$ cat src/rtl/dma_chan_pkg.sv
package dma_chan_pkg;

  // Control word, MSB first: bit6 single-address ... bit0 enable
  typedef struct packed {
    logic singleAddr;
    logic ackInWrite;
    logic ackLow;
    logic edgeDetect;
    logic burst;
    logic sizeWord;
    logic enable;
  } chanCfgT;

  localparam int CFG_W = $bits(chanCfgT);

  // Strobes from control to datapath
  typedef struct packed {
    logic startUnit;
    logic unitDone;
    logic finish;
  } ctlStrobeT;

  typedef enum logic [2:0] {
    ST_IDLE,
    ST_ARB,
    ST_READ,
    ST_WRITE,
    ST_SINGLE
  } chanStateT;

endpackage

$ cat src/rtl/dma_chan_dp.sv
module dma_chan_dp
  import dma_chan_pkg::*;
#(
  parameter int CNT_W       = 16,
  parameter int SYNC_STAGES = 2,
  parameter bit EXT_REQ     = 1'b1
) (
  input  logic                clk,
  input  logic                rstN,
  input  logic                standby,
  input  logic                cfgWe,
  input  logic [CFG_W-1:0]    cfgData,
  input  logic                cntWe,
  input  logic [CNT_W-1:0]    cntData,
  input  logic                reqN,
  input  ctlStrobeT           stb,
  output chanCfgT             cfg,
  output logic                cntZero,
  output logic                cntLast,
  output logic                reqOk
);

  // Channels without external request keep only size, burst, single and enable
  localparam logic [CFG_W-1:0] CFG_MASK = EXT_REQ ? 7'h7F : 7'h47;

  logic [CNT_W-1:0] unitCnt;

  always_ff @(posedge clk) begin
    if (!rstN || standby) begin
      cfg <= '0;
    end else if (cfgWe) begin
      cfg <= chanCfgT'(cfgData & CFG_MASK);
    end else if (stb.finish) begin
      cfg.enable <= 1'b0;
    end
  end

  always_ff @(posedge clk) begin
    if (!rstN) begin
      unitCnt <= '0;
    end else if (cntWe) begin
      unitCnt <= cntData;
    end else if (stb.unitDone && unitCnt != '0) begin
      unitCnt <= unitCnt - 1'b1;
    end
  end

  assign cntZero = (unitCnt == '0);
  assign cntLast = (unitCnt == {{(CNT_W-1){1'b0}}, 1'b1});

  generate
    if (EXT_REQ) begin : g_ext
      logic [SYNC_STAGES:0] syncChain;
      logic reqSync, reqPrev, fallSeen, pending;

      always_ff @(posedge clk) begin
        if (!rstN) syncChain <= '1;
        else       syncChain <= {syncChain[SYNC_STAGES-1:0], reqN};
      end

      assign reqSync  = syncChain[SYNC_STAGES-1];
      assign reqPrev  = syncChain[SYNC_STAGES];
      assign fallSeen = reqPrev & ~reqSync;

      always_ff @(posedge clk) begin
        if (!rstN) begin
          pending <= 1'b0;
        end else if (stb.finish || !cfg.enable || !cfg.edgeDetect) begin
          pending <= 1'b0;
        end else if (fallSeen) begin
          pending <= 1'b1;
        end else if (stb.startUnit) begin
          pending <= 1'b0;
        end
      end

      assign reqOk = cfg.edgeDetect ? pending : ~reqSync;

      // a pending request never survives a disabled channel
      AST_PEND_NEEDS_EN: assert property (@(posedge clk) disable iff (!rstN)
        !cfg.enable |=> !pending);
    end else begin : g_auto
      assign reqOk = 1'b1;
    end
  endgenerate

  AST_FINISH_AT_LAST: assert property (@(posedge clk) disable iff (!rstN)
    stb.finish |-> cntLast);

  AST_STANDBY_CLEAR: assert property (@(posedge clk) disable iff (!rstN)
    standby |=> cfg == '0);

endmodule

$ cat src/rtl/dma_chan_ctl.sv
module dma_chan_ctl
  import dma_chan_pkg::*;
#(
  parameter bit EXT_ACK = 1'b1
) (
  input  logic      clk,
  input  logic      rstN,
  input  chanCfgT   cfg,
  input  logic      cntZero,
  input  logic      cntLast,
  input  logic      reqOk,
  input  logic      busGnt,
  output ctlStrobeT stb,
  output logic      busReq,
  output logic      rdStb,
  output logic      wrStb,
  output logic      sizeWord,
  output logic      ackOut,
  output logic      done
);

  chanStateT state, stateNext;
  chanStateT unitFirst;
  logic ackActive;

  assign unitFirst = cfg.singleAddr ? ST_SINGLE : ST_READ;

  always_comb begin
    stateNext = state;
    stb       = '0;
    unique case (state)
      ST_IDLE: begin
        if (cfg.enable && !cntZero && reqOk) stateNext = ST_ARB;
      end
      ST_ARB: begin
        if (!cfg.enable) begin
          stateNext = ST_IDLE;
        end else if (busGnt) begin
          stateNext     = unitFirst;
          stb.startUnit = 1'b1;
        end
      end
      ST_READ: stateNext = ST_WRITE;
      ST_WRITE, ST_SINGLE: begin
        stb.unitDone = 1'b1;
        if (cntLast) begin
          stb.finish = 1'b1;
          stateNext  = ST_IDLE;
        end else if (cfg.burst && cfg.enable && (cfg.edgeDetect || reqOk)) begin
          stb.startUnit = 1'b1;
          stateNext     = unitFirst;
        end else begin
          stateNext = ST_IDLE;
        end
      end
      default: stateNext = ST_IDLE;
    endcase
  end

  always_ff @(posedge clk) begin
    if (!rstN) begin
      state <= ST_IDLE;
      done  <= 1'b0;
    end else begin
      state <= stateNext;
      done  <= stb.finish;
    end
  end

  assign busReq   = (state != ST_IDLE);
  assign rdStb    = (state == ST_READ);
  assign wrStb    = (state == ST_WRITE) || (state == ST_SINGLE);
  assign sizeWord = (rdStb || wrStb) && cfg.sizeWord;

  assign ackActive = (state == ST_SINGLE) ||
                     (cfg.ackInWrite ? (state == ST_WRITE) : (state == ST_READ));

  generate
    if (EXT_ACK) begin : g_ack
      assign ackOut = ackActive ^ cfg.ackLow;
    end else begin : g_noack
      assign ackOut = 1'b0;
    end
  endgenerate

  AST_STROBE_EXCL: assert property (@(posedge clk) disable iff (!rstN)
    !(rdStb && wrStb));

  AST_READ_THEN_WRITE: assert property (@(posedge clk) disable iff (!rstN)
    rdStb |=> wrStb);

  AST_NO_GRANT_NO_STB: assert property (@(posedge clk) disable iff (!rstN)
    (state == ST_ARB && !busGnt) |=> !rdStb && !wrStb);

  AST_STEAL_RELEASE: assert property (@(posedge clk) disable iff (!rstN)
    (wrStb && !cfg.burst) |=> !busReq);

  AST_DONE_PULSE: assert property (@(posedge clk) disable iff (!rstN)
    done |=> !done);

  AST_ACK_IDLE: assert property (@(posedge clk) disable iff (!rstN)
    !busReq |-> ackOut == (EXT_ACK && cfg.ackLow));

endmodule

$ cat src/rtl/dma_chan_ctrl.sv
module dma_chan_ctrl
  import dma_chan_pkg::*;
#(
  parameter int CHAN_ID     = 0,
  parameter int CNT_W       = 16,
  parameter int SYNC_STAGES = 2
) (
  input  logic             clk,
  input  logic             rstN,
  input  logic             standby,
  input  logic             cfgWe,
  input  logic [6:0]       cfgData,
  input  logic             cntWe,
  input  logic [CNT_W-1:0] cntData,
  input  logic             reqN,
  output logic             ackOut,
  output logic             busReq,
  input  logic             busGnt,
  output logic             rdStb,
  output logic             wrStb,
  output logic             sizeWord,
  output logic             done
);

  localparam bit EXT_PINS = (CHAN_ID < 2);

  chanCfgT   cfg;
  ctlStrobeT stb;
  logic      cntZero, cntLast, reqOk;

  dma_chan_dp #(
    .CNT_W(CNT_W), .SYNC_STAGES(SYNC_STAGES), .EXT_REQ(EXT_PINS)
  ) u_dp (
    .clk(clk), .rstN(rstN), .standby(standby),
    .cfgWe(cfgWe), .cfgData(cfgData), .cntWe(cntWe), .cntData(cntData),
    .reqN(reqN), .stb(stb), .cfg(cfg),
    .cntZero(cntZero), .cntLast(cntLast), .reqOk(reqOk)
  );

  dma_chan_ctl #(.EXT_ACK(EXT_PINS)) u_ctl (
    .clk(clk), .rstN(rstN), .cfg(cfg),
    .cntZero(cntZero), .cntLast(cntLast), .reqOk(reqOk), .busGnt(busGnt),
    .stb(stb), .busReq(busReq), .rdStb(rdStb), .wrStb(wrStb),
    .sizeWord(sizeWord), .ackOut(ackOut), .done(done)
  );

endmodule

$ cat config.mk
export PLATFORM = sky130hd
export DESIGN_NAME = dma_chan_ctrl
export DESIGN_NICKNAME = d
export VERILOG_FILES = /design/src/rtl/dma_chan_pkg.sv /design/src/rtl/dma_chan_dp.sv /design/src/rtl/dma_chan_ctl.sv /design/src/rtl/dma_chan_ctrl.sv
export SDC_FILE = /design/constraint.sdc
export NUM_CORES = 1
export LEC_CHECK = 0
export BUFFER_PORTS_ARGS = -buffer_cell sky130_fd_sc_hd__buf_2
export CAP_MARGIN = 10
export CORE_AREA = 2 2 58 60
export DETAILED_ROUTE_END_ITERATION = 10
export DIE_AREA = 0 0 60 62
export MAX_ROUTING_LAYER = met4
export PLACE_DENSITY = 0.81
export SLEW_MARGIN = 10
export SYNTH_ARGS = -nofsm -noshare
export SYNTH_HDL_FRONTEND = slang
export SYNTH_SLANG_ARGS = --single-unit
$ cat constraint.sdc
create_clock -name clk -period 4 [get_ports clk]
set_input_delay 0.6 -clock clk [delete_from_list [all_inputs] [get_ports clk]]
set_output_delay 0.6 -clock clk [all_outputs]
set_load 0.01 [all_outputs]
=== Word-level counts from Yosys, hierarchy flattened ===
Cells that the tools add are included.

* Add/sub/neg operators: 1
* Eq/ne operators: 7
* Multiplexer cells: 22
* Bitwise logic cells: 4
* Reductions and logical operators: 27

{| class="wikitable"
|+ Operators by type and width
! cell !! count
|-
| two-way mux 16 bit || 2
|-
| two-way mux 3 bit || 6
|-
| == test 16 x 1 -> 1 bit, second input constant || 1
|-
| zero test 16 bit || 1
|-
| nonzero test 16 bit || 1
|-
| subtractor 16 x 1 -> 16 bit, second input constant || 1
|-
| case mux 3 bit (4 select lines) || 1
|-
| two-way mux 1 bit || 11
|-
| logical OR 1 bit || 7
|-
| == test 3 x 2 -> 1 bit, second input constant || 2
|-
| logical AND 1 bit || 6
|-
| nonzero test 2 bit || 3
|-
| zero test 1 bit || 4
|-
| OR reduction 2 bit || 2
|-
| == test 3 x 1 -> 1 bit, second input constant || 1
|-
| == test 3 bit, second input constant || 1
|-
| zero test 3 bit || 1
|-
| inequality test 3 bit, second input constant || 1
|-
| nonzero test 3 bit || 1
|-
| two-way mux 2 bit || 1
|-
| inequality test 2 x 1 -> 1 bit, second input constant || 1
|-
| NOT 1 bit || 2
|-
| case mux 1 bit (2 select lines) || 1
|-
| AND reduction 2 bit || 1
|-
| 2 further kinds || 2
|}

* Flip-flop bits (word level): 31
* Bits of input ports: 30
* Word-level logic and storage cells: 73

=== Depth between registers and ports, before layout ===
Gate-level depths: netlist of the first run.

* Depth in word-level cells: 9
* Mapped depth: 7
* Mapped depth without buffers: 7

=== Modules after synthesis ===
From an unflattened synthesis of the first run, not the netlist that was laid out.

* Cells, all modules: 194
* Area, all modules: 1,732.9 µm²

{| class="wikitable"
|+ By module, submodules not included
! module !! times used !! cells an instance !! area an instance (µm²) !! seq. area each (µm²)
|-
| dma_chan_dp || 1 || 153 || 1,373.8 || 540.5
|-
| dma_chan_ctl || 1 || 41 || 359.1 || 80.1
|}

=== Worst setup path after synthesis of the first run ===
Ideal clock, no wire load.

* Path kind: register -> register
* Start point: register u_dp.unitCnt[9]
* End point: register u_dp.cfg[0] (netlist name)
* Library setup time: 0.136 ns
* Arrival: 1.850 ns
* Setup slack: 2.014 ns
* Stages on the path, launching flop included: 6
* Buffers on the path: 0
* Period minus slack after synthesis: 1.986 ns
* Cells stage by stage: dfxtp_1 > or4_4 > or3_4 > or2_1 > o31ai_2 > o31ai_1

* Cells in the longest elaborated chain, start to end: 4

{| class="wikitable"
|+ Ends and longest elaborated chain
! item !! RTL line !! text
|-
| from (decl) || dma_chan_dp.sv:26 || <nowiki>logic [CNT_W-1:0] unitCnt;</nowiki>
|-
| from (signal assigned) || dma_chan_dp.sv:42 || <nowiki>unitCnt <= cntData;</nowiki>
|-
| from (signal assigned) || dma_chan_dp.sv:44 || <nowiki>unitCnt <= unitCnt - 1'b1;</nowiki>
|-
| == test 16 x 1 -> 1 bit || dma_chan_dp.sv:49 || <nowiki>assign cntLast = (unitCnt == {{(CNT_W-1){1'b0}}, 1'b1});</nowiki>
|-
| two-way mux 1 bit || dma_chan_ctl.sv:46 || <nowiki>if (cntLast) begin</nowiki>
|-
| two-way mux 2 bit || dma_chan_ctl.sv:31 || <nowiki>unique case (state)</nowiki>
|-
| nonzero test 2 bit (no line) || n/a ||
|}

No other way between the ends.
A chain may end at the register's enable or synchronous reset.

=== Final worst setup path of the first run ===
* Start point: register u_ctl.state[2]
* End point: output port wrStb

* Cells in the longest elaborated chain, start to end: 2
* Elaborated cells on any way between the ends: 3

{| class="wikitable"
|+ Ends and longest elaborated chain
! item !! RTL line !! text
|-
| from (decl) || dma_chan_ctl.sv:22 || <nowiki>chanStateT state, stateNext;</nowiki>
|-
| from (signal assigned) || dma_chan_ctl.sv:65 || <nowiki>state <= stateNext;</nowiki>
|-
| == test 3 x 2 -> 1 bit / == test 3 bit (equally long branches) || dma_chan_ctl.sv:72 || <nowiki>assign wrStb = (state == ST_WRITE) || (state == ST_SINGLE);</nowiki>
|-
| logical OR 1 bit * || dma_chan_ctl.sv:72 ||
|-
| to (decl) || dma_chan_ctrl.sv:20 || <nowiki>output logic wrStb,</nowiki>
|}

Every way passes the cells marked *; elsewhere a longest branch is shown, timed or not.

==> flow_summary.html, run 1 <==
<table>
<tr><th>Metric</th><th>Value</th></tr>
<tr><th colspan="2">Outcome</th></tr>
<tr><td>Result of the run</td><td>finished, final reports clean</td></tr>
<tr><th colspan="2">Cells and area</th></tr>
<tr><td>Fraction of final layout cells sized beyond drive strength 1</td><td>25.88%</td></tr>
<tr><td>Diodes inserted</td><td>0</td></tr>
<tr><td>Final Cell Area</td><td>1967 um^2</td></tr>
<tr><td>Commonest non-fill, non-tap cell in the layout</td><td>buf_2</td></tr>
<tr><td>Synthesis-to-finish area growth</td><td>15.00%</td></tr>
<tr><td>Multi-input combinational cell area</td><td>1007 um^2</td></tr>
<tr><td>Fill cell total of the finished layout</td><td>290</td></tr>
<tr><td>Commonest cells after routing, fill and taps aside</td><td>buf_2, dfxtp_1, o21ai_0</td></tr>
<tr><td>Post-route insts no fill</td><td>274</td></tr>
<tr><td>Post-layout net count</td><td>259</td></tr>
<tr><td>FF/Latch Area</td><td>620.6 um^2</td></tr>
<tr><th colspan="2">Drt</th></tr>
<tr><td>Number of vias per cell after detailed routing</td><td>5.723</td></tr>
<tr><td>Detailed-route wire length</td><td>3.580 mm</td></tr>
<tr><td>Detailed-router iteration count before antenna repair</td><td>4</td></tr>
<tr><td>Routed wirelength normalized by instance count</td><td>13.07 um</td></tr>
<tr><td>Number of vias in the routed layout</td><td>1568</td></tr>
<tr><td>Initial drt markers</td><td>59</td></tr>
<tr><td>Remaining number of nets flagged by the antenna check after routing</td><td>0</td></tr>
<tr><td>Number of design rule violations left after detail routing</td><td>0</td></tr>
<tr><th colspan="2">Power and ir drop</th></tr>
<tr><td>Share of total power in sequential cells</td><td>52.6%</td></tr>
<tr><td>Psw</td><td>0.1780 mW</td></tr>
<tr><td>Combinational power share</td><td>14.2%</td></tr>
<tr><td>Portion of total power attributed to the clock network</td><td>33.2%</td></tr>
<tr><td>VDD IR-drop max</td><td>0.0002163 V</td></tr>
<tr><td>Power density over cell area</td><td>328.4 nW/um^2</td></tr>
<tr><td>Int Power</td><td>0.4679 mW</td></tr>
<tr><td>Net switching fraction of the power</td><td>27.56%</td></tr>
<tr><td>Leakage</td><td>0.7987 nW</td></tr>
<tr><th colspan="2">Critical path</th></tr>
<tr><td>Worst stage delay on the critical path</td><td>0.51 ns</td></tr>
<tr><td>Classification of the worst setup path</td><td>reg -&gt; out</td></tr>
<tr><td>Cell type of the slowest stage on the worst timing path</td><td>nor3b_1</td></tr>
<tr><td>Number of buffers and inverters on the critical path</td><td>2</td></tr>
<tr><td>Cell count of the worst reg-to-reg path</td><td>5</td></tr>
<tr><td>Worst setup path start</td><td>u_ctl.state[2]</td></tr>
<tr><td>Critical path startpoint category</td><td>flop</td></tr>
<tr><td>Worst reg2reg path endpoint</td><td>u_dp.unitCnt[14]</td></tr>
<tr><td>Critical path data required time</td><td>3.40 ns</td></tr>
<tr><td>Reg-to-reg critical path startpoint</td><td>u_ctl.state[2]</td></tr>
<tr><td>Critical path data arrival time</td><td>1.87 ns</td></tr>
<tr><td>Total number of cells along the worst setup path</td><td>4</td></tr>
<tr><td>Cell-by-cell listing of the critical path</td><td>nor3b_1 -&gt; nor2_1 -&gt; inv_1 -&gt; buf_2</td></tr>
<tr><td>Capture point of the critical path</td><td>wrStb</td></tr>
<tr><td>Kind of end point of the critical path</td><td>primary output</td></tr>
<tr><td>Top fanout value on the critical path</td><td>9</td></tr>
<tr><td>Setup slack of the worst register-to-register path</td><td>1.69 ns</td></tr>
<tr><td>Largest delay contributor family on the critical path</td><td>simple AND/OR/NAND/NOR gates</td></tr>
<tr><th colspan="2">Timing</th></tr>
<tr><td>Final worst-path setup slack</td><td>1.529 ns</td></tr>
<tr><td>Count of final hold-check violations</td><td>0</td></tr>
<tr><td>Unrepaired setup endpoints after global routing</td><td>no</td></tr>
<tr><td>Slew Limit Fails</td><td>0</td></tr>
<tr><td>Final min period</td><td>2.471 ns</td></tr>
<tr><td>Maximum clock frequency</td><td>404.7 MHz</td></tr>
<tr><td>Relative max-transition margin</td><td>36.19%</td></tr>
<tr><td>Layout Skew</td><td>0.01637 ns</td></tr>
<tr><td>Pin slew with the least headroom to its limit</td><td>0.9484 ns</td></tr>
<tr><td>Sum of negative setup slack</td><td>0 ns</td></tr>
<tr><td>Part of the cycle the worst path needs</td><td>61.77%</td></tr>
<tr><td>Setup Viol. Count Final</td><td>0</td></tr>
<tr><td>Worst Hold Margin</td><td>0.4172 ns</td></tr>
<tr><th colspan="2">Synth</th></tr>
<tr><td>Post-synthesis instance total</td><td>193</td></tr>
<tr><td>Number of enable-type register cells in the synthesized netlist</td><td>0</td></tr>
<tr><td>Top_reg_cell synth</td><td>dfxtp_1</td></tr>
<tr><td>Sequential share of the synthesized area</td><td>36.28%</td></tr>
<tr><td>Post-Syn Area per Cell</td><td>8.862 um^2</td></tr>
<tr><td>Warning count from the yosys run</td><td>0</td></tr>
<tr><td>Post-Synthesis Net Count</td><td>225</td></tr>
<tr><td>Synth Register Bits</td><td>31</td></tr>
<tr><td>Cell variety after synth</td><td>58</td></tr>
<tr><td>Cell area after synthesis</td><td>1710 um^2</td></tr>
<tr><td>Async set or reset register ratio after synthesis</td><td>0%</td></tr>
<tr><th colspan="2">Run</th></tr>
<tr><td>Max-cap violations</td><td>0</td></tr>
<tr><th colspan="2">Clocking</th></tr>
<tr><td>Number of hold-repair buffers added at the cts stage</td><td>0</td></tr>
<tr><td>Setup fix buffers added after clock tree synthesis</td><td>0</td></tr>
<tr><td>Insertion delay of the later-clocked pin in the worst-skew pair</td><td>0.34 ns</td></tr>
<tr><td>Buffer levels on the longest clock path</td><td>2</td></tr>
<tr><td>Cell at the root of the clock tree</td><td>clkbuf_4</td></tr>
<tr><td>Number of gates given a new drive strength after cts</td><td>0</td></tr>
<tr><td>Num Clock Sinks</td><td>31</td></tr>
<tr><td>Post-CTS clock slew at the launch and capture registers of the worst setup and hold paths</td><td>0.11 ns</td></tr>
<tr><td>Clock tree from TritonCTS</td><td>done</td></tr>
<tr><td>CTS Buf Count</td><td>5</td></tr>
<tr><td>Number of levels in the clock H-tree</td><td>2</td></tr>
<tr><th colspan="2">Die</th></tr>
<tr><td>Starting Density</td><td>53.80%</td></tr>
<tr><td>Chip Height</td><td>62 um</td></tr>
<tr><td>Number of ports placed on the die boundary</td><td>36</td></tr>
<tr><td>Floorplan row count</td><td>21</td></tr>
<tr><td>Standard cell core area</td><td>3179 um^2</td></tr>
<tr><td>Width of the die</td><td>60 um</td></tr>
<tr><td>Area of the die</td><td>3720 um^2</td></tr>
<tr><th colspan="2">Place</th></tr>
<tr><td>Last weighted congestion value of the routability-driven placer</td><td>0.9037</td></tr>
<tr><td>Post-DP Area</td><td>1894 um^2</td></tr>
<tr><td>Pre-CTS setup slack</td><td>1.736 ns</td></tr>
<tr><td>HPWL after detailed placement</td><td>2.608 mm</td></tr>
<tr><td>Placed Cells</td><td>266</td></tr>
<tr><td>Number of buffers added on ports</td><td>35</td></tr>
<tr><th colspan="2">Worst hold path</th></tr>
<tr><td>Worst min-delay path category</td><td>reg -&gt; reg</td></tr>
<tr><th colspan="2">Global routing</th></tr>
<tr><td>Wire length of the first global-routing pass</td><td>5.727 mm</td></tr>
<tr><td>Sum of overflow across all layers after global routing</td><td>0</td></tr>
<tr><td>Tot GR Track Use</td><td>21.32%</td></tr>
<tr><td>Largest net degree at the start of global routing</td><td>28</td></tr>
<tr><td>Number of antenna violations at the first check in global routing</td><td>0</td></tr>
<tr><td>Vias in the first global route</td><td>1285</td></tr>
</table>
==> registers in the layout, indices dropped and copies added, names as in the netlist <==
name,cells
u_ctl.done,1
u_dp.g_ext.syncChain,3
u_dp.cfg,7
u_dp.g_ext.pending,1
u_ctl.state,3
u_dp.unitCnt,16
==> cell families (layout without fill, tap and decap cells) <==
family                     after synthesis  after routing  synth area share [%]
and+or+nand+nor                         67             67                 24.95
AOI/OAI and AO/OA                       61             61                 24.21
DFF                                     31             31                 36.28
buffers and inverters                   17             52                 4.828
xor gates and xnor gates                 8              8                 4.097
muxes                                    7              7                 4.170
adders and majority gates                2              2                 1.463
==> cells in the mapped netlist, types with 4 or more instances <==
cell | number | area (um^2)
a31oi_1 | 5 | 31.28
o21ai_1 | 5 | 25.02
nor4_1 | 4 | 25.02
inv_1 | 9 | 33.78
dfxtp_1 | 31 | 620.6
nand2_1 | 11 | 41.29
nor2b_1 | 4 | 25.02
a21oi_1 | 12 | 60.06
clkbuf_1 | 4 | 15.01
nor2_1 | 9 | 33.78
o21ai_0 | 16 | 80.08
or3_1 | 5 | 31.28
xnor2_1 | 5 | 43.79
nand2b_1 | 4 | 25.02
mux2i_1 | 6 | 60.06
==> metal layers <==
layer,vias to the layer above,GRT usage [%],wire (um)
met5,-,-,0
met4,0,7.619,52
met3,5,3.934,193
met2,50,31.06,1605
met1,722,29.52,1728
li1,791,-,-
==> per-stage QoR <==
step,power (mW),utilization (%)
floorplan,0.4100,-
finish,0.6459,61.87
CTS,0.6504,61.87
detailed placement,0.4380,59.58
global route,0.6790,61.87
global placement,0.4367,59.58
==> power by group through the flow <==
| stage | Clock [mW] | Combinational [mW] | Sequential (mW) |
|---|---|---|---|
| finish | 0.215 | 0.0915 | 0.340 |
| global route | 0.233 | 0.103 | 0.343 |
| CTS | 0.219 | 0.0917 | 0.340 |
| detailed placement | 0 | 0.0912 | 0.347 |
| global placement | 0 | 0.0903 | 0.346 |
| floorplan | 0 | 0.0673 | 0.343 |
==> layout make-up <==
class	instances	area share, %
Multi-Input combinational cell	145	51.21
Sequential cell	31	31.55
Timing Repair Buffer	35	8.906
Clock buffer	7	3.308
Tap cell	46	2.926
Inverter	9	1.718
Clock inverter	1	0.3817
==> how the worst min path moves through the flow <==
stage                     slack (ns)                    start  cells after the start                       to
after floorplan                 0.39  u_dp.g_ext.syncChain[0]                      1  u_dp.g_ext.syncChain[1]
after global placement          0.39  u_dp.g_ext.syncChain[0]                      1  u_dp.g_ext.syncChain[1]
after detailed placement        0.40  u_dp.g_ext.syncChain[0]                      1  u_dp.g_ext.syncChain[1]
after CTS                       0.42  u_dp.g_ext.syncChain[0]                      1  u_dp.g_ext.syncChain[1]
after global routing            0.45                     reqN                      2  u_dp.g_ext.syncChain[0]
final                           0.42  u_dp.g_ext.syncChain[0]                      1  u_dp.g_ext.syncChain[1]
Power figures use the tool's default switching activity.
==> inputs of run 2 (changes only) <==
--- a/config.mk
+++ b/config.mk
@@ -5,13 +5,14 @@
 export SDC_FILE = /design/constraint.sdc
 export NUM_CORES = 1
 export LEC_CHECK = 0
+export ABC_AREA = 1
 export BUFFER_PORTS_ARGS = -buffer_cell sky130_fd_sc_hd__buf_2
 export CAP_MARGIN = 10
-export CORE_AREA = 2 2 58 60
+export CORE_AREA = 2 2 61 63
 export DETAILED_ROUTE_END_ITERATION = 10
-export DIE_AREA = 0 0 60 62
+export DIE_AREA = 0 0 63 65
 export MAX_ROUTING_LAYER = met4
-export PLACE_DENSITY = 0.81
+export PLACE_DENSITY = 0.78
 export SLEW_MARGIN = 10
 export SYNTH_ARGS = -nofsm -noshare
 export SYNTH_HDL_FRONTEND = slang
==> constraint.sdc (replaced) <==
create_clock -name clk -period 2.5 [get_ports clk]
set_input_delay 0.375 -clock clk [delete_from_list [all_inputs] [get_ports clk]]
set_output_delay 0.375 -clock clk [all_outputs]
set_load 0.01 [all_outputs]
==> flow_summary.html, run 2 <==
<table>
<tr><th>Metric</th><th>Value</th></tr>
<tr><th colspan="2">Cells and area</th></tr>
<tr><td>Diodes inserted</td><td>0 (unchanged)</td></tr>
<tr><td>Fill cell total of the finished layout</td><td>372 (+28%)</td></tr>
<tr><td>Fraction of final layout cells sized beyond drive strength 1</td><td>20.97% (-4.9 points)</td></tr>
<tr><td>Post-layout net count</td><td>341 (+32%)</td></tr>
<tr><td>Max FFs per register</td><td>16 (unchanged)</td></tr>
<tr><td>Post-route insts no fill</td><td>358 (+31%)</td></tr>
<tr><td>Top flop regs</td><td>u_dp.unitCnt x16, u_dp.cfg x7</td></tr>
<tr><td>Synthesis-to-finish area growth</td><td>13.28%</td></tr>
<tr><td>Commonest non-fill, non-tap cell in the layout</td><td>nand2_1</td></tr>
<tr><td>Commonest cells after routing, fill and taps aside</td><td>nand2_1, nor2_1, buf_2</td></tr>
<tr><td>Most flop-heavy register</td><td>u_dp.unitCnt</td></tr>
<tr><th colspan="2">Timing</th></tr>
<tr><td>Relative max-transition margin</td><td>56.08% (+20 points)</td></tr>
<tr><td>Maximum clock frequency</td><td>544.9 MHz</td></tr>
<tr><td>Pin slew with the least headroom to its limit</td><td>0.6581 ns (-0.2903 ns)</td></tr>
<tr><td>Final min period</td><td>1.835 ns</td></tr>
<tr><td>Setup Viol. Count Final</td><td>0 (unchanged)</td></tr>
<tr><td>Unrepaired setup endpoints after global routing</td><td>no</td></tr>
<tr><td>Worst Hold Margin</td><td>0.2216 ns (-0.1955 ns)</td></tr>
<tr><td>Count of final hold-check violations</td><td>0 (unchanged)</td></tr>
<tr><td>Sum of negative setup slack</td><td>0 ns (unchanged)</td></tr>
<tr><td>Part of the cycle the worst path needs</td><td>73.41%</td></tr>
<tr><td>Layout Skew</td><td>0.01121 ns (-0.005161 ns)</td></tr>
<tr><td>Slew Limit Fails</td><td>0 (unchanged)</td></tr>
<tr><th colspan="2">Clocking</th></tr>
<tr><td>Number of hold-repair buffers added at the cts stage</td><td>0 (unchanged)</td></tr>
<tr><td>Cell at the root of the clock tree</td><td>clkbuf_4</td></tr>
<tr><td>Insertion delay of the later-clocked pin in the worst-skew pair</td><td>0.34 ns (about the same)</td></tr>
<tr><td>Post-CTS clock slew at the launch and capture registers of the worst setup and hold paths</td><td>0.10 ns (about the same)</td></tr>
<tr><td>CTS Buf Count</td><td>5 (unchanged)</td></tr>
<tr><td>Buffer levels on the longest clock path</td><td>2 (unchanged)</td></tr>
<tr><td>Setup fix buffers added after clock tree synthesis</td><td>0 (unchanged)</td></tr>
<tr><td>Clock tree from TritonCTS</td><td>done</td></tr>
<tr><td>Number of levels in the clock H-tree</td><td>2 (unchanged)</td></tr>
<tr><td>Num Clock Sinks</td><td>31 (unchanged)</td></tr>
<tr><td>Number of gates given a new drive strength after cts</td><td>0 (unchanged)</td></tr>
<tr><th colspan="2">Drt</th></tr>
<tr><td>Number of design rule violations left after detail routing</td><td>0 (unchanged)</td></tr>
<tr><td>Detailed-route wire length</td><td>3.839 mm (+7.2%)</td></tr>
<tr><td>Initial drt markers</td><td>85 (+44%)</td></tr>
<tr><td>Routed wirelength normalized by instance count</td><td>10.72 um (-18%)</td></tr>
<tr><td>Number of vias in the routed layout</td><td>1807 (+15%)</td></tr>
<tr><td>Number of vias per cell after detailed routing</td><td>5.047 (-12%)</td></tr>
<tr><td>Detailed-router iteration count before antenna repair</td><td>4 (unchanged)</td></tr>
<tr><td>Remaining number of nets flagged by the antenna check after routing</td><td>0 (unchanged)</td></tr>
<tr><th colspan="2">Synth</th></tr>
<tr><td>Top_reg_cell synth</td><td>dfxtp_1</td></tr>
<tr><td>Cell area after synthesis</td><td>1837 um^2 (+7.4%)</td></tr>
<tr><td>Number of enable-type register cells in the synthesized netlist</td><td>0 (unchanged)</td></tr>
<tr><td>Sequential share of the synthesized area</td><td>33.79% (-2.5 points)</td></tr>
<tr><td>Cell type contributing the most total cell area after synthesis</td><td>dfxtp_1</td></tr>
<tr><td>Post-Synthesis Net Count</td><td>306 (+36%)</td></tr>
<tr><td>Post-synthesis instance total</td><td>274 (+42%)</td></tr>
<tr><td>Post-Syn Area per Cell</td><td>6.704 um^2 (-24%)</td></tr>
<tr><td>Synth Register Bits</td><td>31 (unchanged)</td></tr>
<tr><td>Top cells by area, synth</td><td>dfxtp_1, nand2_1, nand3_1</td></tr>
<tr><td>Most numerous cell types in the synthesized netlist</td><td>nand2_1, nor2_1, nand3_1, dfxtp_1, a21oi_1</td></tr>
<tr><td>Warning count from the yosys run</td><td>0 (unchanged)</td></tr>
<tr><td>Area share of the largest cell type after synthesis</td><td>33.79% (-2.5 points)</td></tr>
<tr><td>Cell variety after synth</td><td>30 (-48%)</td></tr>
<tr><td>Async set or reset register ratio after synthesis</td><td>0% (unchanged)</td></tr>
<tr><td>Most frequently used cell type in the post-synthesis netlist</td><td>nand2_1</td></tr>
<tr><th colspan="2">Critical path</th></tr>
<tr><td>Critical path data arrival time</td><td>1.46 ns (-0.41 ns)</td></tr>
<tr><td>Top fanout value on the critical path</td><td>6 (-3)</td></tr>
<tr><td>Cell type of the slowest stage on the worst timing path</td><td>dfxtp_1</td></tr>
<tr><td>Total number of cells along the worst setup path</td><td>5 (+1)</td></tr>
<tr><td>Worst stage delay on the critical path</td><td>0.37 ns (-0.14 ns)</td></tr>
<tr><td>Classification of the worst setup path</td><td>reg -&gt; out</td></tr>
<tr><td>Critical path startpoint category</td><td>flop</td></tr>
<tr><td>Largest delay contributor family on the critical path</td><td>flip-flops</td></tr>
<tr><td>Number of buffers and inverters on the critical path</td><td>1 (-1)</td></tr>
<tr><td>Cell-by-cell listing of the critical path</td><td>nor2_1 -&gt; nand2_1 -&gt; o211ai_1 -&gt; xor2_1 -&gt; buf_2</td></tr>
<tr><td>Critical path data required time</td><td>2.12 ns (-1.28 ns)</td></tr>
<tr><td>Cell count of the worst reg-to-reg path</td><td>9 (+4)</td></tr>
<tr><td>Kind of end point of the critical path</td><td>primary output</td></tr>
<tr><th colspan="2">Global routing</th></tr>
<tr><td>Number of antenna violations at the first check in global routing</td><td>0 (unchanged)</td></tr>
<tr><td>Tot GR Track Use</td><td>21.47% (+0.15 points)</td></tr>
<tr><td>Largest net degree at the start of global routing</td><td>27 (-3.6%)</td></tr>
<tr><td>Sum of overflow across all layers after global routing</td><td>0 (unchanged)</td></tr>
<tr><td>Vias in the first global route</td><td>1591 (+24%)</td></tr>
<tr><td>Wire length of the first global-routing pass</td><td>6.755 mm (+18%)</td></tr>
<tr><th colspan="2">Place</th></tr>
<tr><td>Number of buffers added on ports</td><td>35 (unchanged)</td></tr>
<tr><td>Last weighted congestion value of the routability-driven placer</td><td>0.8598 (-4.9%)</td></tr>
<tr><td>HPWL after detailed placement</td><td>2.902 mm (+11%)</td></tr>
<tr><td>Placed Cells</td><td>350 (+32%)</td></tr>
<tr><th colspan="2">Die</th></tr>
<tr><td>Width of the die</td><td>63 um (+5.0%)</td></tr>
<tr><td>Chip Height</td><td>65 um (+4.8%)</td></tr>
<tr><td>Number of ports placed on the die boundary</td><td>36 (unchanged)</td></tr>
<tr><td>Standard cell core area</td><td>3496 um^2 (+10%)</td></tr>
<tr><td>Starting Density</td><td>52.54% (-1.3 points)</td></tr>
<tr><td>Floorplan row count</td><td>22 (+4.8%)</td></tr>
<tr><td>Area of the die</td><td>4095 um^2 (+10%)</td></tr>
<tr><th colspan="2">Power and ir drop</th></tr>
<tr><td>Leakage</td><td>0.9609 nW (+20%)</td></tr>
<tr><td>VDD IR-drop max</td><td>0.0003168 V (+46%)</td></tr>
<tr><td>Power density over cell area</td><td>513.3 nW/um^2 (+56%)</td></tr>
<tr><th colspan="2">Run</th></tr>
<tr><td>Max-cap violations</td><td>0 (unchanged)</td></tr>
<tr><th colspan="2">Worst hold path</th></tr>
<tr><td>Worst min-delay path category</td><td>in -&gt; reg</td></tr>
<tr><td>Cell count of the worst hold path</td><td>2 (+1)</td></tr>
<tr><th colspan="2">Outcome</th></tr>
<tr><td>Result of the run</td><td>finished, final reports clean</td></tr>
</table>
run 2: cell count changes in the layout (fill, tap and decap cells not counted), sizes merged, moves of 5 or more:
| cell | delta |
|---|---|
| a21oi | +16 |
| a31oi | -5 |
| inv | +17 |
| nand2 | +47 |
| nand3 | +31 |
| nor2 | +35 |
| nor4 | -5 |
| o21ai | -7 |
| or2 | +5 |
| or3 | -6 |
| or4 | -5 |
run 2: through the flow:
step	cell area [um^2]	utilization [%]	setup WS, ns	power, mW
final	2081	59.52	0.6649	1.068
after global routing	2081	59.52	0.5048	1.141
after CTS	2081	59.52	0.6499	1.076
after detailed placement	2031	58.09	0.6577	0.7934
after global placement	2031	58.09	0.7073	0.7892
after floorplan	1837	-	0.9772	0.7344
run 2: layer usage:
metal / vias to the layer above / track usage, % / wire [um]
met5: - / - / 0
met4: 0 / 8.333 / 69
met3: 5 / 4.688 / 194
met2: 35 / 33.78 / 1765
met1: 806 / 26.99 / 1810
li1: 961 / - / -
run 2: final timing paths:
path / from / to / slack, ns
max: u_ctl.state[0] / ackOut / 0.66
min: reqN / u_dp.g_ext.syncChain[0] / 0.22
max reg2reg: u_dp.unitCnt[0] / u_dp.unitCnt[0] / 0.70
min reg2reg: u_dp.g_ext.syncChain[0] / u_dp.g_ext.syncChain[1] / 0.42
run 2: area by class of cell:
class                   instances  area, um^2  share of cell area (%)
multi-input cells             209        1074                   51.59
flip-flops and latches         31       620.6                   29.83
repair buffers                 35       175.2                   8.419
inverters                      27       101.3                   4.871
well taps                      48       60.06                   2.886
clock buffers                   7       45.04                   2.165
clock inverters                 1       5.005                  0.2405
run 2: cell families after synthesis:
kind of cell	share of synthesized area, %
AOI/OAI and AO/OA	14.30
and+or+nand+nor	37.87
buffers and inverters	7.765
xor gates and xnor gates	3.815
muxes	1.090
DFF	33.79
adders and majority gates	1.362
run 2: report_power, final:
part / switching [mW] / total [mW] / internal [mW]
sequential: 0.0289 / 0.549 / 0.520
clock: 0.177 / 0.286 / 0.109
combinational: 0.140 / 0.233 / 0.0925
run 2: worst reg2reg max path, delay by kind of cell (launching register included):
family | cells | cell delay, ns
AND/OR/NAND/NOR | 5 | 0.72
adder cells (fa/ha/maj) | 1 | 0.23
buffers and inverters | 1 | 0.08
AO/OA/AOI/OAI | 2 | 0.30
flip-flops | 1 | 0.35
==> inputs of run 3 (changes only) <==
==> constraint.sdc (replaced) <==
create_clock -name clk -period 1.9 [get_ports clk]
set_input_delay 0.285 -clock clk [delete_from_list [all_inputs] [get_ports clk]]
set_output_delay 0.285 -clock clk [all_outputs]
set_load 0.01 [all_outputs]
==> flow_summary.html, run 3 (synthesis gave the netlist of run 2 again) <==
<table>
<tr><th>Metric</th><th>Value</th></tr>
<tr><th colspan="2">Outcome</th></tr>
<tr><td>Result of the run</td><td>finished, final reports clean</td></tr>
<tr><th colspan="2">Die</th></tr>
<tr><td>Chip Height</td><td>65 um (unchanged)</td></tr>
<tr><td>Floorplan row count</td><td>22 (unchanged)</td></tr>
<tr><td>Starting Density</td><td>52.54% (unchanged)</td></tr>
<tr><td>Width of the die</td><td>63 um (unchanged)</td></tr>
<tr><td>Standard cell core area</td><td>3496 um^2 (unchanged)</td></tr>
<tr><td>Area of the die</td><td>4095 um^2 (unchanged)</td></tr>
<tr><td>Number of ports placed on the die boundary</td><td>36 (unchanged)</td></tr>
<tr><th colspan="2">Timing</th></tr>
<tr><td>Part of the cycle the worst path needs</td><td>89.86%</td></tr>
<tr><td>Layout Skew</td><td>0.007082 ns (-0.004124 ns)</td></tr>
<tr><td>Count of final hold-check violations</td><td>0 (unchanged)</td></tr>
<tr><td>Slew Limit Fails</td><td>0 (unchanged)</td></tr>
<tr><td>Sum of negative setup slack</td><td>0 ns (unchanged)</td></tr>
<tr><td>Relative max-transition margin</td><td>61.59% (+5.5 points)</td></tr>
<tr><td>Maximum clock frequency</td><td>585.7 MHz</td></tr>
<tr><td>Worst Hold Margin</td><td>0.1266 ns (-0.09506 ns)</td></tr>
<tr><td>Final min period</td><td>1.707 ns</td></tr>
<tr><td>Final worst-path setup slack</td><td>0.1926 ns (-0.4722 ns)</td></tr>
<tr><td>Unrepaired setup endpoints after global routing</td><td>no</td></tr>
<tr><td>Pin slew with the least headroom to its limit</td><td>0.5755 ns (-0.08257 ns)</td></tr>
<tr><td>Setup Viol. Count Final</td><td>0 (unchanged)</td></tr>
<tr><th colspan="2">Critical path</th></tr>
<tr><td>Classification of the worst setup path</td><td>reg -&gt; reg</td></tr>
<tr><td>Critical path data required time</td><td>2.14 ns (+0.02 ns)</td></tr>
<tr><td>Critical path data arrival time</td><td>1.94 ns (+0.48 ns)</td></tr>
<tr><td>Kind of end point of the critical path</td><td>flop</td></tr>
<tr><td>Top fanout value on the critical path</td><td>26 (+20)</td></tr>
<tr><td>Critical path startpoint category</td><td>flop</td></tr>
<tr><th colspan="2">Run</th></tr>
<tr><td>Max-cap violations</td><td>0 (unchanged)</td></tr>
<tr><th colspan="2">Drt</th></tr>
<tr><td>Number of design rule violations left after detail routing</td><td>0 (unchanged)</td></tr>
<tr><td>Routed wirelength normalized by instance count</td><td>10.71 um (-0.12%)</td></tr>
<tr><td>Initial drt markers</td><td>72 (-15%)</td></tr>
<tr><td>Remaining number of nets flagged by the antenna check after routing</td><td>0 (unchanged)</td></tr>
<tr><td>Detailed-route wire length</td><td>3.856 mm (+0.44%)</td></tr>
<tr><td>Detailed-router iteration count before antenna repair</td><td>4 (unchanged)</td></tr>
<tr><td>Number of vias in the routed layout</td><td>1798 (-0.50%)</td></tr>
<tr><td>Number of vias per cell after detailed routing</td><td>4.994 (-1.1%)</td></tr>
<tr><th colspan="2">Cells and area</th></tr>
<tr><td>Post-route insts no fill</td><td>360 (+0.56%)</td></tr>
<tr><td>Post-layout net count</td><td>343 (+0.59%)</td></tr>
<tr><td>FF/Latch Area</td><td>620.6 um^2 (unchanged)</td></tr>
<tr><td>Most flop-heavy register</td><td>u_dp.unitCnt</td></tr>
<tr><td>Commonest cells after routing, fill and taps aside</td><td>nand2_1, nor2_1, buf_2</td></tr>
<tr><td>Core occupancy in the finished layout</td><td>61.31% (+1.8 points)</td></tr>
<tr><td>Multi-input combinational cell area</td><td>1085 um^2 (+1.0%)</td></tr>
<tr><td>Diodes inserted</td><td>0 (unchanged)</td></tr>
<tr><td>Fraction of final layout cells sized beyond drive strength 1</td><td>22.44% (+1.5 points)</td></tr>
<tr><td>Max FFs per register</td><td>16 (unchanged)</td></tr>
<tr><td>Synthesis-to-finish area growth</td><td>16.69%</td></tr>
<tr><td>Top flop regs</td><td>u_dp.unitCnt x16, u_dp.cfg x7</td></tr>
<tr><td>Commonest non-fill, non-tap cell in the layout</td><td>nand2_1</td></tr>
<tr><td>Fill cell total of the finished layout</td><td>346 (-7.0%)</td></tr>
<tr><th colspan="2">Clocking</th></tr>
<tr><td>Insertion delay of the later-clocked pin in the worst-skew pair</td><td>0.34 ns (about the same)</td></tr>
<tr><td>Setup fix buffers added after clock tree synthesis</td><td>0 (unchanged)</td></tr>
<tr><td>CTS Buf Count</td><td>5 (unchanged)</td></tr>
<tr><td>Number of levels in the clock H-tree</td><td>2 (unchanged)</td></tr>
<tr><td>Num Clock Sinks</td><td>31 (unchanged)</td></tr>
<tr><td>Number of gates given a new drive strength after cts</td><td>0 (unchanged)</td></tr>
<tr><td>Post-CTS clock slew at the launch and capture registers of the worst setup and hold paths</td><td>0.10 ns (about the same)</td></tr>
<tr><td>Buffer levels on the longest clock path</td><td>2 (unchanged)</td></tr>
<tr><td>Clock tree from TritonCTS</td><td>done</td></tr>
<tr><td>Number of hold-repair buffers added at the cts stage</td><td>0 (unchanged)</td></tr>
<tr><td>Cell at the root of the clock tree</td><td>clkbuf_4</td></tr>
<tr><th colspan="2">Place</th></tr>
<tr><td>Placed Cells</td><td>352 (+0.57%)</td></tr>
<tr><td>HPWL after detailed placement</td><td>2.949 mm (+1.6%)</td></tr>
<tr><td>Last weighted congestion value of the routability-driven placer</td><td>0.9055 (+5.3%)</td></tr>
<tr><td>Number of buffers added on ports</td><td>35 (unchanged)</td></tr>
<tr><td>Pre-CTS setup slack</td><td>0.1573 ns (-0.5004 ns)</td></tr>
<tr><th colspan="2">Global routing</th></tr>
<tr><td>Sum of overflow across all layers after global routing</td><td>0 (unchanged)</td></tr>
<tr><td>Vias in the first global route</td><td>1609 (+1.1%)</td></tr>
<tr><td>Number of antenna violations at the first check in global routing</td><td>0 (unchanged)</td></tr>
<tr><td>Tot GR Track Use</td><td>21.36% (-0.11 points)</td></tr>
<tr><td>Wire length of the first global-routing pass</td><td>6.762 mm (+0.10%)</td></tr>
<tr><td>Largest net degree at the start of global routing</td><td>27 (unchanged)</td></tr>
<tr><th colspan="2">Power and ir drop</th></tr>
<tr><td>VDD IR-drop max</td><td>0.0004611 V (+46%)</td></tr>
<tr><td>Leakage</td><td>0.9922 nW (+3.3%)</td></tr>
<tr><td>Power density over cell area</td><td>737.3 nW/um^2 (+44%)</td></tr>
<tr><th colspan="2">Worst hold path</th></tr>
<tr><td>Worst min-delay path category</td><td>in -&gt; reg</td></tr>
</table>
[run 3: final timing paths]
path	slack, ns	end	start	depth (start not counted)
max	0.19	u_dp.unitCnt[0]	u_dp.unitCnt[0]	9
min	0.13	u_dp.g_ext.syncChain[0]	reqN	2
max reg2reg	0.19	u_dp.unitCnt[0]	u_dp.unitCnt[0]	9
min reg2reg	0.42	u_dp.g_ext.syncChain[1]	u_dp.g_ext.syncChain[0]	1
[run 3: final cells by class]
type / instances / share of cell area, %
clock buffer: 6 / 2.393
clock inverter: 2 / 1.635
inverter: 27 / 4.729
multi-input combinational: 209 / 50.61
sequential: 31 / 28.95
tap: 48 / 2.802
timing repair buffer: 37 / 8.873
[run 3: worst max-delay path, cell delays in order, from the launching register on]
cell and delay, ns:
dfxtp_1 0.35, inv_1 0.08, ha_1 0.23, nand3_2 0.15, nor2_4 0.20, nand2_4 0.07, nand2_4 0.12, nand2_8 0.14
o21ai_0 0.20, a21oi_1 0.05
[run 3: power breakdown]
part / leakage, nW / switching, mW / internal (mW)
Clock: 0.0482 / 0.234 / 0.311
Sequential: 0.255 / 0.0380 / 0.685
Combinational: 0.689 / 0.187 / 0.125
[run 3: metrics by stage]
| step | total power, mW | cell area (um^2) |
|---|---|---|
| after detailed placement | 1.047 | 2046 |
| after global routing | 1.678 | 2143 |
| final | 1.580 | 2143 |
| after floorplan | 0.9663 | 1837 |
| after global placement | 1.043 | 2046 |
| after CTS | 1.591 | 2132 |
[run 3: per-layer routing]
metal / global-route usage, % / vias to the layer above / routed length [um]
met3: 5.382 / 5 / 180
met1: 27.23 / 788 / 1880
li1: - / 970 / -
met5: - / - / 0
met2: 33.78 / 35 / 1748
met4: 5.833 / 0 / 46
